### src/rtl/rststr_pkg.sv
package rststr_pkg;
  function automatic int max2(input int a, input int b);
    return (a > b) ? a : b;
  endfunction
endpackage

### src/rtl/rststr_trap.sv
// Traps a low on the asynchronous source and releases it only through
// a chain of clocked stages, so release is always synchronous.
module rststr_trap #(
  parameter int SYNC_STAGES = 2
) (
  input  logic clk,
  input  logic async_n,
  output logic quiet_o
);
  logic [SYNC_STAGES-1:0] stage_q;

  always_ff @(posedge clk or negedge async_n) begin
    if (!async_n) stage_q <= '0;
    else          stage_q <= {stage_q[SYNC_STAGES-2:0], 1'b1};
  end

  assign quiet_o = stage_q[SYNC_STAGES-1];

  // the last stage can only be set one edge after the stage before it
  assert_trap_order_R4: assert property (@(posedge clk) disable iff (!async_n)
    $rose(stage_q[SYNC_STAGES-1]) |-> $past(stage_q[SYNC_STAGES-2]));
endmodule

### src/rtl/rststr_por.sv
// Power-up delay: counts POR_CYC edges after supply detection.
module rststr_por #(
  parameter int POR_CYC = 8,
  parameter int CW      = 4
) (
  input  logic clk,
  input  logic por_n,
  output logic done_o
);
  logic [CW-1:0] cnt_q;
  logic          done_q;

  always_ff @(posedge clk or negedge por_n) begin
    if (!por_n) begin
      cnt_q  <= '0;
      done_q <= 1'b0;
    end else if (!done_q) begin
      if (cnt_q == CW'(POR_CYC - 1)) done_q <= 1'b1;
      else                           cnt_q  <= cnt_q + 1'b1;
    end
  end

  assign done_o = done_q;

  // once the power-up delay ends it stays ended until supply loss
  assert_por_sticky_R2: assert property (@(posedge clk) disable iff (!por_n)
    done_q |=> done_q);
endmodule

### src/rtl/rststr_readback.sv
// Synchronizes the pin readback and compares it with the block's own
// drive level delayed by the same number of stages.
module rststr_readback #(
  parameter int SYNC_STAGES = 2
) (
  input  logic clk,
  input  logic por_n,
  input  logic mirror,
  input  logic pin_in,
  input  logic drv_n,
  output logic ext_low_o
);
  logic [SYNC_STAGES-1:0] rb_q;
  logic [SYNC_STAGES-1:0] drv_q;

  always_ff @(posedge clk or negedge por_n) begin
    if (!por_n) begin
      rb_q  <= '1;
      drv_q <= '0;
    end else begin
      rb_q  <= {rb_q[SYNC_STAGES-2:0], pin_in};
      drv_q <= {drv_q[SYNC_STAGES-2:0], drv_n};
    end
  end

  assign ext_low_o = mirror & ~rb_q[SYNC_STAGES-1] & drv_q[SYNC_STAGES-1];

  // an external low is only recognized when the delayed drive was high
  assert_rb_gate_R10: assert property (@(posedge clk) disable iff (!por_n)
    ext_low_o |-> $past(drv_q[SYNC_STAGES-2]));
endmodule

### src/rtl/rststr_release.sv
// Release counter: holds reset until quiet for REL_CYC consecutive edges.
module rststr_release #(
  parameter int REL_CYC = 16,
  parameter int CW      = 5
) (
  input  logic clk,
  input  logic arst_n,
  input  logic quiet,
  output logic rst_n_o
);
  logic [CW-1:0] cnt_q;
  logic          rst_q;

  always_ff @(posedge clk or negedge arst_n) begin
    if (!arst_n) begin
      cnt_q <= '0;
      rst_q <= 1'b0;
    end else if (!quiet) begin
      cnt_q <= '0;
      rst_q <= 1'b0;
    end else if (!rst_q) begin
      if (cnt_q == CW'(REL_CYC - 1)) rst_q <= 1'b1;
      else                           cnt_q <= cnt_q + 1'b1;
    end
  end

  assign rst_n_o = rst_q;

  // any active source stops the count and holds reset
  assert_hold_on_source_R5: assert property (@(posedge clk) disable iff (!arst_n)
    !quiet |=> !rst_q);

  // release only after the count reaches its end while quiet
  assert_full_count_R4: assert property (@(posedge clk) disable iff (!arst_n)
    $rose(rst_q) |-> ($past(cnt_q) == CW'(REL_CYC - 1)) && $past(quiet));
endmodule

### src/rtl/rst_stretch.sv
module rst_stretch #(
  parameter int REL_CYC     = 16,
  parameter int POR_CYC     = 8,
  parameter int SYNC_STAGES = 2
) (
  input  logic clk,
  input  logic por_n,
  input  logic pin_in,
  input  logic soft_req,
  input  logic strap_n,
  output logic rst_int_n,
  output logic pin_oe,
  output logic pin_out
);
  import rststr_pkg::*;

  localparam int CW = $clog2(max2(REL_CYC, POR_CYC) + 1);

  logic async_n;
  logic pin_quiet;
  logic por_done;
  logic ext_low;
  logic all_quiet;
  logic mirror;

  assign mirror  = ~strap_n;
  // The pin clears asynchronously only when it is a pure input.
  assign async_n = por_n & (pin_in | mirror);

  rststr_trap #(.SYNC_STAGES(SYNC_STAGES)) u_trap (
    .clk     (clk),
    .async_n (async_n),
    .quiet_o (pin_quiet)
  );

  rststr_por #(.POR_CYC(POR_CYC), .CW(CW)) u_por (
    .clk    (clk),
    .por_n  (por_n),
    .done_o (por_done)
  );

  rststr_readback #(.SYNC_STAGES(SYNC_STAGES)) u_rb (
    .clk       (clk),
    .por_n     (por_n),
    .mirror    (mirror),
    .pin_in    (pin_in),
    .drv_n     (rst_int_n),
    .ext_low_o (ext_low)
  );

  assign all_quiet = pin_quiet & por_done & ~soft_req & ~ext_low;

  rststr_release #(.REL_CYC(REL_CYC), .CW(CW)) u_rel (
    .clk     (clk),
    .arst_n  (async_n),
    .quiet   (all_quiet),
    .rst_n_o (rst_int_n)
  );

  assign pin_oe  = mirror;
  assign pin_out = rst_int_n;

  // a software request resets the chip after the edge that samples it
  assert_soft_reset_R6: assert property (@(posedge clk) disable iff (!async_n)
    soft_req |=> !rst_int_n);

  // reset is held for the whole power-up delay
  assert_por_hold_R2: assert property (@(posedge clk) disable iff (!por_n)
    !por_done |=> !rst_int_n);
endmodule

### config.mk
export PLATFORM = sky130hd
export DESIGN_NAME = rst_stretch
export DESIGN_NICKNAME = d
export VERILOG_FILES = /design/src/rtl/rststr_pkg.sv /design/src/rtl/rststr_trap.sv /design/src/rtl/rststr_por.sv /design/src/rtl/rststr_readback.sv /design/src/rtl/rststr_release.sv /design/src/rtl/rst_stretch.sv
export SDC_FILE = /design/constraint.sdc
export NUM_CORES = 1
export LEC_CHECK = 0
export ABC_AREA = 0
export BUFFER_PORTS_ARGS = -buffer_cell sky130_fd_sc_hd__buf_2
export CAP_MARGIN = 20
export CELL_PAD_IN_SITES_DETAIL_PLACEMENT = 2
export CELL_PAD_IN_SITES_GLOBAL_PLACEMENT = 2
export CORE_UTILIZATION = 39
export CTS_CLUSTER_DIAMETER = 60
export CTS_CLUSTER_SIZE = 40
export DETAILED_ROUTE_END_ITERATION = 8
export GPL_TIMING_DRIVEN = 0
export HOLD_SLACK_MARGIN = 0.05
export PLACE_DENSITY_LB_ADDON = 0.1
export SYNTH_ARGS = -nofsm -noshare
export SYNTH_HDL_FRONTEND = slang
export SYNTH_SLANG_ARGS = --single-unit
### constraint.sdc
create_clock -name clk -period 2.6 [get_ports clk]
set_input_delay 0.13 -clock clk [delete_from_list [all_inputs] [get_ports clk]]
set_output_delay 0.13 -clock clk [all_outputs]
set_load 0.05 [all_outputs]
==> run_results.csv, run 1 <==
group,metric,value,unit
run_status,outcome,"finished clean",
min_path,worstHoldStart,"soft_req",
detailed_routing,vias,473,
power_and_ir_drop,irDropWorstVdd,0.000340,V
synth,synth_edf_count,0,
detailed_routing,ant_nets,0,
setup_path,reg2reg_to,"u_rel.cnt_q[3]$_DFFE_PN0P_",
synth,yosysMostFrequentCell,"dfrtp_1",
detailed_routing,routed_via_density,4.83,
setup_path,crit_type,"reg -> reg",
detailed_routing,drc,0,
detailed_routing,drtPass1Iterations,3,
floorplan,fp.dieW,45.2,um
global_routing,grt_usage,17.1,%
synth,ys.flop_type,"dfrtp_1",
synth,ys_seq_area_share,62.1,%
timing,skew,0.00356,ns
setup_path,max_stage_delay,0.48,ns
setup_path,reg2reg_from,"u_rel.cnt_q[0]$_DFFE_PN0P_",
floorplan,core_region_area,1750,sq um
setup_path,r2r_cells,5,
setup_path,timing.critical_path.mode_cell,"ha_1",
finish,n_fill_cell,183,
synth,netlist_area,729,sq um
floorplan,start_util,41.8,%
setup_path,end_kind,"register",
finish,area_delta_synth_final,18.2,%
clock_network,cts.repair.resized,0,
global_routing,antenna_found_initial,0,
power_and_ir_drop,p_leak,0.384,nW
global_routing,grt_pass1_wl,2330,um
setup_path,reg2reg_slack,0.83,ns
min_path,hold_path.class,"in -> reg",
finish,seqCellArea,453,sq um
min_path,min_to,"u_rel.cnt_q[1]$_DFFE_PN0P_",
timing,fin_tns_setup,0,ns
detailed_routing,wl_per_cell,14.1,um
floorplan,num_io_pins,8,
synth,syn_avg_cell_area,12.4,sq um
finish,drive_above_1_share,23.3,%
global_routing,overflow,0,
timing,setup_viol_count_final,0,
clock_network,htree_levels,1,
synth,synth_area_leader_cell,"dfrtp_1",
setup_path,worstPathCellList,"ha_1 > and3_2 > ha_1 > or4_1 > a21oi_1",
global_routing,grt_max_degree,12,
setup_path,path_max_fanout,5,
synth,ys_seq_elements,18,
setup_path,start_kind,"register",
synth,netlist.area_leader.share,54.9,%
run,drv_cap,0,
finish,num-nets-final,82,
power_and_ir_drop,power_density,559,nW/um^2
global_routing,grt_pass1_vias,514,
min_path,worstHoldPathCells,3,
finish,multiInputGateArea,258,sq um
setup_path,critPathSlowestCell,"or4_1",
clock_network,cts.sinks,18,
synth,synthArstFlopShare,100,%
clock_network,cts-root-buf,"clkbuf_4",
clock_network,cts_tree,"yes",
clock_network,clockBufferDepth,2,
synth,synth_cell_types,26,
setup_path,arrival,2.00,ns
synth,synthCells,59,
synth,ys.warnings.count,0,
clock_network,clk_latency,0.29,ns
setup_path,critPathBufInv,0,
synth,syn_nets,67,
floorplan,die_area,2050,sq um
place,portBuffers,7,
detailed_routing,drt-total-wl,1380,um
clock_network,clk_pin_slew,0.10,ns
place,hpwl,1040,um
timing,period_minus_slack,1.77,ns
synth,ys_top_cells_by_area,"dfrtp_1, dfstp_2, ha_1",
power_and_ir_drop,power,0.482,mW
setup_path,crit_required,2.82,ns
place,gp_congestion,0.673,
finish,diodes,0,
timing,rsz0062_at_grt,"no",
clock_network,cts_buffers,3,
floorplan,chipHeight,45.2,um
timing,slew_violations,0,
synth,synthTopCellsByCount,"dfrtp_1, nor2_1, ha_1, inv_1, xnor2_1",
detailed_routing,drt_iter0_drc,5,
timing,fin_crit_sh,68.2,%
clock_network,cts_setup_buffers,0,
timing,hold_viol,0,
setup_path,cp_top_family,"simple AND/OR/NAND/NOR gates",
floorplan,num_rows,15,
timing,max_clock_freq,564,MHz
-- what timing repair did --
action / in CTS / in global routing
endpoints found under the setup margin: 0 / 0
hold buffers: 3 / 0
hold endpoints to repair: 19 / 0
-- registers in the layout, summed over array words and instances (netlist names) --
| signal | count |
|---|---|
| u_rel.cnt_q | 5 |
| u_trap.stage_q | 2 |
| u_rb.drv_q | 2 |
| u_rb.rb_q | 2 |
| u_por.cnt_q | 5 |
| u_por.done_o | 1 |
| u_rel.rst_n_o | 1 |
-- tightest hold or removal path: stages --
cell	delay (ns)
buf_2	0.07
a211o_1	0.20
a21oi_1	0.06
-- logic make-up (layout without fill, tap and decap cells) --
group           count (synthesis)  count (layout)  share of synthesized area [%]
fa+ha+maj                       3               3                           5.15
simple gates                   17              17                           12.2
xor+xnor                        5               5                           6.00
compound gates                 10              10                           9.95
other cells                     1               1                          0.514
flops                          18              18                           62.1
buf+inv                         4              18                           2.57
mux                             1               1                           1.54
-- stage by stage --
stage | utilization (%) | instances | worst slack, ns | hold slack, ns | area (sq um)
2_1_floorplan | - | 59 | 0.977 | -0.166 | 729
3_3_place_gp | 45.6 | 91 | 0.893 | 0.00448 | 796
3_5_place_dp | 45.6 | 91 | 0.822 | 0.0107 | 796
4_1_cts | 49.4 | 98 | 0.797 | 0.207 | 862
5_1_grt | 49.4 | 98 | 0.741 | 0.217 | 862
6_report | 49.4 | 98 | 0.826 | 0.209 | 862
-- layer usage --
| layer | share of wire (%) | track usage, % | vias up |
|---|---|---|---|
| met3 | 2.5 | 3.60 | 2 |
| li1 | - | - | 227 |
| met5 | 0 | 0 | - |
| met2 | 47 | 24.1 | 6 |
| met4 | 2.0 | 12.7 | 0 |
| met1 | 48 | 23.1 | 238 |
-- layout by cell type, fill, tap and decap left out --
| cell | instances |
|---|---|
| dfrtp_1 | 16 |
| nor2_1 | 7 |
| buf_2 | 7 |
| inv_1 | 3 |
| xnor2_1 | 3 |
| ha_1 | 3 |
| clkbuf_4 | 3 |
| dlygate4sd3_1 | 3 |
| o21a_1 | 2 |
| nand2_1 | 2 |
| xor2_1 | 2 |
| nand3_1 | 2 |
| a21oi_1 | 2 |
| dfstp_2 | 2 |
| and3_2 | 1 |
| a31oi_2 | 1 |
| a211o_1 | 1 |
| o31ai_1 | 1 |
| or4_1 | 1 |
| nor3b_1 | 1 |
| o21ai_0 | 1 |
| nor2b_1 | 1 |
| a211oi_1 | 1 |
| nand4b_1 | 1 |
| a31oi_1 | 1 |
| nand3b_1 | 1 |
| mux2_2 | 1 |
| buf_4 | 1 |
| clkbuf_8 | 1 |
| conb_1 | 1 |
-- how the worst max path moves through the flow --
| stage | to | startpoint | cells after the start | slack [ns] |
|---|---|---|---|---|
| finish | u_rel.cnt_q[3]$_DFFE_PN0P_ | u_rel.cnt_q[0]$_DFFE_PN0P_ | 5 | 0.83 |
| global route | u_rel.cnt_q[3]$_DFFE_PN0P_ | u_rel.cnt_q[0]$_DFFE_PN0P_ | 5 | 0.74 |
| CTS | u_rel.cnt_q[3]$_DFFE_PN0P_ | u_rel.cnt_q[0]$_DFFE_PN0P_ | 5 | 0.80 |
| detailed placement | u_rel.cnt_q[3]$_DFFE_PN0P_ | u_rel.cnt_q[0]$_DFFE_PN0P_ | 5 | 0.82 |
| global placement | u_rel.cnt_q[3]$_DFFE_PN0P_ | u_rel.cnt_q[0]$_DFFE_PN0P_ | 5 | 0.89 |
| floorplan | u_rel.cnt_q[3]$_DFFE_PN0P_ | u_rel.cnt_q[0]$_DFFE_PN0P_ | 5 | 0.98 |
-- where the power goes --
| part | internal, mW | total, mW | switching, mW |
|---|---|---|---|
| sequential | 0.286 | 0.288 | 0.00241 |
| combinational | 0.00931 | 0.0243 | 0.0150 |
| clock | 0.0852 | 0.170 | 0.0847 |
-- layout make-up --
class,count,share of cell area [%]
multi-input combinational,37,29.9
timing repair buffer,10,7.55
clock buffer,4,4.21
inverter,3,1.31
tap,25,3.63
buffer,1,0.871
sequential,18,52.5
Power figures use the tool's default switching activity.
==> run 2, diff against run 1 <==
Settings changed: CORE_UTILIZATION 39 to 33.
Clock period 2.6 ns to 1.6 ns, I/O delays scaled along.
==> run_results.csv, run 2 (synthesized netlist as in run 1, its figures left out) <==
group,metric,value,unit
run_status,outcome,"finished clean",
timing,fin_tns_setup,0,ns
floorplan,fp.dieW,49.0,um
timing,slew_violations,0,
setup_path,end_kind,"register",
setup_path,path_max_fanout,5,
timing,hold_viol,0,
detailed_routing,drc,0,
place,place_inst,93,
finish,layout_commonest_cell,"dfrtp_1",
clock_network,clk_latency,0.29,ns
setup_path,arrival,1.78,ns
power_and_ir_drop,irDropWorstVdd,0.000785,V
global_routing,grt_pass1_wl,2760,um
floorplan,core_region_area,2020,sq um
detailed_routing,wl_per_cell,14.8,um
power_and_ir_drop,switching_share,21.7,%
timing,setup_viol_count_final,0,
timing,hold-worst-slack,0.161,ns
place,gp_congestion,0.726,
power_and_ir_drop,power_density,858,nW/um^2
global_routing,grt_pass1_vias,566,
timing,rsz0062_at_grt,"yes",
power_and_ir_drop,switchingPower,0.173,mW
place,pre_cts_slack,-0.126,ns
finish,num-nets-final,86,
min_path,hold_path.class,"in -> async",
run,drv_cap,0,
setup_path,r2r_cells,5,
finish,fin_cells,104,
setup_path,crit_required,1.83,ns
timing,max_clock_freq,644,MHz
floorplan,die_area,2400,sq um
detailed_routing,drt_iter0_drc,1,
floorplan,chipHeight,49.0,um
timing,fin_crit_sh,97.0,%
clock_network,clk_pin_slew,0.10,ns
detailed_routing,routed_via_density,4.90,
detailed_routing,vias,510,
clock_network,cts.sinks,18,
clock_network,cts-root-buf,"clkbuf_4",
place,hpwl,1020,um
detailed_routing,drt-total-wl,1540,um
finish,largest_registers,"u_por.cnt_q x5, u_rel.cnt_q x5",
power_and_ir_drop,clkPwrFrac,35.3,%
clock_network,cts_tree,"yes",
detailed_routing,ant_nets,0,
clock_network,htree_levels,1,
finish,n_fill_cell,221,
global_routing,antenna_found_initial,0,
floorplan,num_io_pins,8,
global_routing,grt_max_degree,12,
global_routing,grt_usage,15.9,%
global_routing,overflow,0,
place,portBuffers,7,
finish,diodes,0,
power_and_ir_drop,pwr-share-seq,58.6,%
finish,area_delta_synth_final,27.3,%
power_and_ir_drop,p_int,0.623,mW
clock_network,clockBufferDepth,2,
clock_network,cts_buffers,3,
timing,skew,0.00400,ns
power_and_ir_drop,pwr-share-comb,6.1,%
detailed_routing,drtPass1Iterations,2,
finish,drive_above_1_share,33.8,%
timing,layout_setup_ws,0.0478,ns
finish,layout_common_cells,"dfrtp_1, buf_2, nor2_1",
floorplan,num_rows,16,
power_and_ir_drop,p_leak,0.407,nW
setup_path,crit_type,"reg -> reg",
timing,period_minus_slack,1.55,ns
floorplan,start_util,36.1,%
setup_path,start_kind,"register",
==> run 2: changes by cell type in the layout (fill, tap and decap cells not counted), sizes merged <==
cell / before / now
buf: 8 / 12
==> run 2: routing by layer <==
layer | wire length [um] | track usage, %
met5 | 0 | 0
met3 | 80 | 6.85
met4 | 14 | 2.94
met2 | 730 | 25.2
met1 | 712 | 20.1
==> run 2: stage by stage <==
step | utilization (%) | total power, mW | cell area, sq um
3_3_place_gp | 39.6 | 0.511 | 801
2_1_floorplan | - | 0.494 | 732
4_1_cts | 44.6 | 0.807 | 901
3_5_place_dp | 39.6 | 0.511 | 801
5_1_grt | 45.9 | 0.835 | 928
6_report | 45.9 | 0.797 | 928
==> run 2: final timing paths <==
kind                                               end  slack [ns]                        start
max in group asynchronous      u_rel.rst_n_o$_DFF_PN0_        0.25                        por_n
max                         u_rel.cnt_q[3]$_DFFE_PN0P_        0.05   u_rel.cnt_q[1]$_DFFE_PN0P_
min in group clk            u_rel.cnt_q[3]$_DFFE_PN0P_        0.18                     soft_req
min                         u_por.cnt_q[2]$_DFFE_PN0P_        0.16                        por_n
max reg2reg                 u_rel.cnt_q[3]$_DFFE_PN0P_        0.05   u_rel.cnt_q[1]$_DFFE_PN0P_
min reg2reg                u_trap.stage_q[1]$_DFF_PN0_        0.36  u_trap.stage_q[0]$_DFF_PN0_
==> run 2: repair_timing <==
| item | in CTS | in global routing |
|---|---|---|
| pin swaps | 2 | 4 |
| endpoints found under the hold margin | 19 | 0 |
| endpoints found under the setup margin | 5 | 2 |
| hold buffers | 3 | 0 |
| resized for setup | 4 | 3 |
| setup buffers | 2 | 2 |
==> run 2: final cells by class <==
type	count	area, sq um	share of cell area (%)
repair buffers	14	95.1	10.2
plain buffers	1	7.51	0.809
well taps	27	33.8	3.64
multi-input cells	37	292	31.4
clock buffers	4	36.3	3.91
inverters	3	11.3	1.21
flip-flops and latches	18	453	48.8
==> run 2: worst max-delay path, stage by stage (launching register included) <==
cell	delay, ns
dfrtp_1	0.41
ha_2	0.19
and3_4	0.15
ha_4	0.18
or4_4	0.41
a21oi_2	0.14
==> run 2: power by group through the flow <==
stage / registers, mW / clock network, mW / logic [mW]
finish: 0.467 / 0.281 / 0.0486
global route: 0.468 / 0.312 / 0.0550
CTS: 0.467 / 0.293 / 0.0461
detailed placement: 0.476 / 0 / 0.0349
global placement: 0.476 / 0 / 0.0343
floorplan: 0.475 / 0 / 0.0185
==> run 3, diff against run 2 <==
Settings changed: CORE_MARGIN from default to 2.
==> run_results.csv, run 3 (synthesized netlist as in run 1, its figures left out) <==
group,metric,value,unit
setup_path,arrival,1.75,ns
global_routing,overflow,0,
setup_path,path_max_fanout,5,
clock_network,cts_tree,"yes",
floorplan,num_rows,17,
timing,layout_setup_ws,0.0704,ns
global_routing,grt_max_degree,12,
timing,max_clock_freq,654,MHz
setup_path,start_kind,"register",
finish,area_delta_synth_final,22.6,%
clock_network,clockBufferDepth,2,
floorplan,start_util,34.0,%
timing,period_minus_slack,1.53,ns
place,pre_cts_slack,-0.101,ns
setup_path,end_kind,"register",
global_routing,grt_pass1_vias,483,
detailed_routing,ant_nets,0,
finish,diodes,0,
min_path,hold_path.class,"in -> reg",
power_and_ir_drop,clkPwrFrac,34.5,%
place,portBuffers,7,
timing,setup_viol_count_final,0,
finish,layout_commonest_cell,"dfrtp_1",
floorplan,chipHeight,51.0,um
power_and_ir_drop,switchingPower,0.160,mW
power_and_ir_drop,power,0.780,mW
floorplan,die_area,2600,sq um
detailed_routing,drt_iter0_drc,3,
floorplan,num_io_pins,8,
finish,fin_cells,102,
detailed_routing,drtPass1Iterations,2,
place,place_inst,94,
power_and_ir_drop,power_density,871,nW/um^2
detailed_routing,vias,486,
finish,layout_common_cells,"dfrtp_1, buf_2, nor2_1",
detailed_routing,wl_per_cell,13.6,um
power_and_ir_drop,irDropWorstVdd,0.000658,V
power_and_ir_drop,pwr-share-seq,60.0,%
detailed_routing,drt-total-wl,1390,um
timing,hold-worst-slack,0.162,ns
global_routing,antenna_found_initial,0,
clock_network,clk_latency,0.28,ns
finish,largest_registers,"u_por.cnt_q x5, u_rel.cnt_q x5",
setup_path,reg2reg_slack,0.07,ns
power_and_ir_drop,p_leak,0.387,nW
place,gp_congestion,0.737,
place,hpwl,1040,um
finish,num-nets-final,83,
power_and_ir_drop,switching_share,20.5,%
timing,skew,0.00563,ns
run,drv_cap,0,
clock_network,cts_buffers,3,
floorplan,fp.dieW,51.0,um
clock_network,cts.sinks,18,
global_routing,grt_usage,13.1,%
power_and_ir_drop,pwr-share-comb,5.5,%
timing,fin_crit_sh,95.6,%
detailed_routing,drc,0,
global_routing,grt_pass1_wl,2430,um
run_status,outcome,"finished clean",
clock_network,clk_pin_slew,0.10,ns
timing,slew_violations,0,
detailed_routing,routed_via_density,4.76,
finish,fin_util,41.6,%
setup_path,crit_required,1.82,ns
finish,drive_above_1_share,28.4,%
clock_network,htree_levels,1,
floorplan,core_region_area,2150,sq um
power_and_ir_drop,p_int,0.619,mW
timing,hold_viol,0,
clock_network,cts-root-buf,"clkbuf_4",
setup_path,crit_type,"reg -> reg",
timing,rsz0062_at_grt,"no",
run 3: changes by cell type in the layout (fill, tap and decap cells not counted), sizes merged:
cell,before,now
buf,12,9
run 3: power by group through the flow:
stage	Combinational, mW	Clock (mW)	Sequential, mW
2_1_floorplan	0.0185	0	0.475
3_5_place_dp	0.0350	0	0.477
3_3_place_gp	0.0341	0	0.476
6_report	0.0430	0.269	0.467
5_1_grt	0.0484	0.309	0.469
4_1_cts	0.0442	0.285	0.468
run 3: routing by layer:
layer  vias up  wire [um]  track usage, %
li1        233          -               -
met1       246        684            17.7
met2         5        639            19.0
met3         2         50            6.43
met4         0         14            2.70
met5         -          0               0
run 3: per-stage QoR:
stage / setup TNS, ns / instance area [sq um]
after detailed placement: -0.264 / 802
after global routing: 0 / 895
after global placement: -0.178 / 802
after CTS: 0 / 895
final: 0 / 895
after floorplan: 0 / 732
run 3: cell type report:
| cell class | instances | area (sq um) |
|---|---|---|
| fillers | 228 | 1250 |
| flip-flops and latches | 18 | 453 |
| multi-input cells | 37 | 279 |
| repair buffers | 11 | 72.6 |
| clock buffers | 4 | 36.3 |
| well taps | 28 | 35.0 |
| inverters | 3 | 11.3 |
| plain buffers | 1 | 7.51 |
run 3: timing repair:
item | 4_1_cts | 5_1_grt
hold endpoints to repair | 19 | 0
setup buffers | 1 | 0
pin swaps | 1 | 3
hold buffers | 3 | 0
resized for setup | 4 | 0
setup endpoints to repair | 4 | 1
run 3: path summary, 6_finish.rpt:
kind	startpoint	endpoint	cells after the start
worst min-delay path	soft_req	u_rel.cnt_q[3]$_DFFE_PN0P_	3
worst max register to register	u_rel.cnt_q[1]$_DFFE_PN0P_	u_rel.cnt_q[3]$_DFFE_PN0P_	5
worst min register to register	u_rb.rb_q[0]$_DFF_PN1_	u_rb.rb_q[1]$_DFF_PN1_	0
max in group asynchronous	por_n	u_trap.stage_q[1]$_DFF_PN0_	4
worst max-delay path	u_rel.cnt_q[1]$_DFFE_PN0P_	u_rel.cnt_q[3]$_DFFE_PN0P_	5
min in group asynchronous	por_n	u_por.cnt_q[3]$_DFFE_PN0P_	2
run 3: worst max-delay path, stage by stage (launching register included):
cell and delay [ns]:
dfrtp_1 0.41, ha_2 0.19, and3_4 0.15, ha_4 0.17
or4_1 0.40, a21oi_1 0.15
